==> config.mk <==
export PLATFORM = sky130hd
export DESIGN_NAME = gpio_bank
export DESIGN_NICKNAME = d
export VERILOG_FILES = /design/src/rtl/gpio_bank.sv
export SDC_FILE = /design/constraint.sdc
export NUM_CORES = 1
export LEC_CHECK = 0
export BUFFER_PORTS_ARGS = -buffer_cell sky130_fd_sc_hd__buf_2
export CORE_AREA = 5 5 206 208
export DETAILED_ROUTE_END_ITERATION = 8
export DIE_AREA = 0 0 211 213
export SYNTH_ARGS = -nofsm -noshare
export SYNTH_HDL_FRONTEND = slang
export SYNTH_SLANG_ARGS = --single-unit
==> constraint.sdc <==
create_clock -name clk -period 2.93 [get_ports clk]
set_clock_uncertainty 0.1 [all_clocks]
set_input_delay 0.586 -clock clk [delete_from_list [all_inputs] [get_ports clk]]
set_output_delay 0.586 -clock clk [all_outputs]
set_load 0.02 [all_outputs]
==> src/rtl/gpio_bank.sv <==
module gpio_bank #(
  parameter int N = 32,
  parameter int AW = 8,
  parameter bit SPLIT_IRQ = 1'b0
) (
  input  logic          clk,
  input  logic          rst_n,
  input  logic [AW-1:0] bus_addr,
  input  logic          bus_we,
  input  logic [N-1:0]  bus_wdata,
  output logic [N-1:0]  bus_rdata,
  input  logic [N-1:0]  pin_in,
  output logic [N-1:0]  pin_out,
  output logic [N-1:0]  pin_oe,
  output logic          irq_main,
  output logic          irq_upper
);
  localparam int HALF = N / 2;
  localparam logic [2:0] IX_OUT = 3'd0, IX_IN = 3'd1, IX_DIR = 3'd2, IX_ROUTE = 3'd3,
                         IX_EN = 3'd4, IX_LVL = 3'd5, IX_POL = 3'd6, IX_STAT = 3'd7;

  logic [N-1:0] out_q, dir_q, route_q, en_q, lvl_q, pol_q, stat_q;
  logic [N-1:0] sync1, sync2, prev;
  logic [N-1:0] ev, clr, pend;
  logic         hit;
  logic [2:0]   sel;
  logic [1:0]   op;

  assign hit = (bus_addr[AW-1:7] == '0) && (bus_addr[1:0] == 2'b00);
  assign sel = bus_addr[6:4];
  assign op  = bus_addr[3:2];

  function automatic logic [N-1:0] upd(input logic [N-1:0] cur, input logic [2:0] idx,
                                       input logic wr, input logic [2:0] s,
                                       input logic [1:0] o, input logic [N-1:0] d);
    if (!(wr && s == idx)) return cur;
    case (o)
      2'd0:    return d;
      2'd1:    return cur | d;
      2'd2:    return cur & ~d;
      default: return cur;
    endcase
  endfunction

  // active level: pin equals polarity; edge: pin just moved to the polarity value
  assign ev  = ~(sync2 ^ pol_q) & (lvl_q | (sync2 ^ prev));
  assign clr = (bus_we && hit && sel == IX_STAT && op == 2'd2) ? bus_wdata : '0;
  assign pend = stat_q & en_q;

  always_ff @(posedge clk or negedge rst_n) begin
    if (!rst_n) begin
      out_q <= '0; dir_q <= '0; route_q <= '0; en_q <= '0;
      lvl_q <= '0; pol_q <= '0; stat_q <= '0;
      sync1 <= '0; sync2 <= '0; prev <= '0;
    end else begin
      out_q   <= upd(out_q,   IX_OUT,   bus_we && hit, sel, op, bus_wdata);
      dir_q   <= upd(dir_q,   IX_DIR,   bus_we && hit, sel, op, bus_wdata);
      route_q <= upd(route_q, IX_ROUTE, bus_we && hit, sel, op, bus_wdata);
      en_q    <= upd(en_q,    IX_EN,    bus_we && hit, sel, op, bus_wdata);
      lvl_q   <= upd(lvl_q,   IX_LVL,   bus_we && hit, sel, op, bus_wdata);
      pol_q   <= upd(pol_q,   IX_POL,   bus_we && hit, sel, op, bus_wdata);
      stat_q  <= (stat_q & ~clr) | (ev & route_q);
      sync1   <= pin_in;
      sync2   <= sync1;
      prev    <= sync2;
    end
  end

  always_comb begin
    bus_rdata = '0;
    if (hit && op != 2'd3) begin
      case (sel)
        IX_OUT:   bus_rdata = out_q;
        IX_IN:    bus_rdata = sync2;
        IX_DIR:   bus_rdata = dir_q;
        IX_ROUTE: bus_rdata = route_q;
        IX_EN:    bus_rdata = en_q;
        IX_LVL:   bus_rdata = lvl_q;
        IX_POL:   bus_rdata = pol_q;
        default:  bus_rdata = stat_q;
      endcase
    end
  end

  assign pin_out = out_q;
  assign pin_oe  = dir_q;

  generate
    if (SPLIT_IRQ) begin : g_split
      assign irq_main  = |pend[HALF-1:0];
      assign irq_upper = |pend[N-1:HALF];
    end else begin : g_single
      assign irq_main  = |pend;
      assign irq_upper = 1'b0;
    end
  endgenerate
endmodule


==> flow_summary.ini <==
[status]
status = complete, no violations

[min_path]
min_path_type = in -> reg
worstHoldPathCells = 1
holdCritStartpoint = pin_in[18]
hold_end = sync1[18]

[layout]
fin_cells = 2125
num-nets-final = 1646
fillers = 3884
area_delta_synth_final_pct = 20.2
drive_gt1_frac = 0.215

[global_route]
antenna_found_initial = 4
grt.overflow.total = 0
grt_pass1_vias = 11900
grt_max_degree = 78
grt_pass1_wl_um = 72900
grt_usage = 0.207

[floorplanning]
start_util = 0.365
rows = 74
die_width_um = 211
die_h_um = 213
dieArea_um2 = 44900
io_pins = 173
core_area_um2 = 40400

[synthesis]
ys_warn_count = 0
synth_commonest_cells = a21oi_1 (414), dfrtp_1 (320), nand2_1 (79)
synthCells = 1429
synth_area_leaders = dfrtp_1 (54%), a21oi_1 (14%), mux2i_1 (3.3%)
synth_top_area_share = 0.544
async_flop_share = 1.00
synth-main-ff-cell = dfrtp_1
synthDistinctLibCells = 38
yosys_register_bits = 320
synth_seq_area_share = 0.544
synth_most_common_cell = a21oi_1
synth_top_area_cell = dfrtp_1
synthesis.nets = 1508
synth_edf_count = 0
syn-cell-area_um2 = 14700
syn_area_per_cell_um2 = 10.3

[clocking]
path_clk_slew_ps = 60
cts_setup_buffers = 0
cts_sinks = 320
cts_buffer_depth = 3
cts_buffers = 38
root_buffer = clkbuf_16
htree_levels = 2
worstSkewPairLatency_ps = 550
cts_tree = built

[power]
clockPowerShare = 0.415
total_power_w = 0.0118
p_leak_nw = 8.12
intPower_w = 0.00856
p_sw_w = 0.00327
comb_power_share = 0.145
p_seq_frac = 0.440
ir_drop_mv = 0.351
p_per_area_nw_per_um2 = 668
swShare = 0.276

[sta]
slew_viol_final = 0
setup_violations = 0
layout_setup_ws_ps = 72.7
worst_slew_pin_slew_ps = 670
layout_worst_path_cycle_share = 0.975
hold_viol_final = 0
max-slew-margin-rel = 0.553
rsz0062_at_grt = false
fmax_mhz = 350
fin_setup_tns_ps = 0
timing.final.crit_period_ps = 2860

[setup_path]
worstReg2RegEnd = stat_q[11]
rrSetupSlack_ps = 1910
rr_worst_depth = 3
required_ps = 2240
slowest_stage = or4_4
crit_chain = a22oi_2, nand4_1, or4_4, buf_2
cp.arrival_ps = 2170
critPathKind = reg -> out
critPathMaxStageDelay_ps = 590
startpoint_type = register
crit_path_end_kind = output pin
worstReg2RegStart = pol_q[11]
path_max_fanout = 3

[routing]
drc = 0
drt_pass1_iterations = 5
routedWlPerCell_um = 22.1
vias = 12000
drt-vias-per-instance = 5.65
drt_iter0_drc = 1129
wirelength_um = 47100
drtAntennaViolNets = 0

[placed_design]
post-dp-hpwl_um = 32000
placedCellCount = 2058
post-place-ws_ps = 114
gp_congestion = 0.878
port_buffers = 171

[flow_run]
drv_cap = 0
==> area by class of cell <==
| cell class | instances | area (um2) | share of cell area |
|---|---|---|---|
| well taps | 532 | 666 | 0.0376 |
| clock inverters | 10 | 183 | 0.0103 |
| clock buffers | 55 | 1120 | 0.0630 |
| flip-flops and latches | 320 | 8010 | 0.452 |
| repair buffers | 230 | 1590 | 0.0900 |
| inverters | 36 | 135 | 0.00763 |
| multi-input cells | 941 | 6000 | 0.339 |
| diodes | 1 | 2.50 | 0.000141 |
==> worst max-delay path: cells and delay by family (launching register included) <==
family                 cells  cell delay [ps]
buffers and inverters      1              190
flip-flops                 1              440
AND/OR/NAND/NOR            2              720
AO/OA/AOI/OAI              1              290
==> logic make-up (layout without fill, tap and decap cells) <==
family / count (synthesis) / in the layout / synth area share
mux: 64 / 64 / 0.0487
simple gates: 196 / 196 / 0.0627
compound gates: 612 / 612 / 0.252
other cells: 1 / 2 / 0.000255
xor+xnor: 64 / 64 / 0.0381
buf+inv: 168 / 331 / 0.0512
fa+ha+maj: 4 / 4 / 0.00340
flops: 320 / 320 / 0.544
==> power groups by stage <==
stage	sequential, W	clock (W)	combinational (W)
after global placement	0.00526	0	0.00167
after CTS	0.00520	0.00503	0.00172
final	0.00521	0.00491	0.00171
after global routing	0.00525	0.00523	0.00189
after floorplan	0.00527	0	0.000994
after detailed placement	0.00527	0	0.00171
==> flip-flops by register name, summed over array words and instances, names as in the netlist <==
register	flops
en_q	32
lvl_q	32
pin_oe	32
pin_out	32
pol_q	32
prev	32
route_q	32
stat_q	32
sync1	32
sync2	32
==> per-layer routing <==
metal  routed length [um]  part of all wire  vias to the layer above  track usage
li1                     -                 -                     5460            -
met4                 1080             0.023                        4       0.0630
met5                   15           0.00032                        -            0
met3                 3620             0.077                       74       0.0514
met2                21200              0.45                      458        0.313
met1                21100              0.45                     6013        0.297
==> worst max-delay path by stage <==
stage	slack, ps	endpoint	depth (start not counted)	start
after floorplan	110	bus_rdata[29]	6	bus_addr[1]
after global placement	100	bus_rdata[0]	8	bus_addr[1]
after detailed placement	110	bus_rdata[4]	8	bus_addr[1]
after CTS	6	irq_main	4	stat_q[29]
after global routing	20	bus_rdata[4]	8	bus_addr[1]
final	70	irq_main	4	stat_q[29]
==> per-stage QoR <==
step,hold slack [ps],area (um2),util
after floorplan,190,14700,-
after global placement,232,16400,0.405
after detailed placement,235,16400,0.405
after CTS,10.2,17700,0.438
after global routing,21.7,17700,0.438
final,38.9,17700,0.439
==> layout by cell type, fill, tap and decap left out, drive strengths merged, types with 3 or more instances in the layout <==
master / instances
a21oi: 414
dfrtp: 320
buf: 229
nand2: 79
nor2: 61
clkbuf: 55
a211oi: 50
mux2i: 48
inv: 37
nand3: 35
xnor2: 32
xor2: 32
o2bb2ai: 32
a21o: 32
o221ai: 29
o221a: 26
a22oi: 16
mux2: 11
o21ai: 9
nor4: 6
nand4: 5
mux4: 5
bufinv: 5
ha: 4
clkinv: 4
nand2b: 3
nor3: 3
==> repair_timing <==
action,CTS,global route
endpoints found under the hold margin,68,0
resized for setup,2,3
setup endpoints to repair,1,2
gates cloned,0,0
hold buffers,1,0
pin swaps,0,0
(Power assumes the default switching activity.)
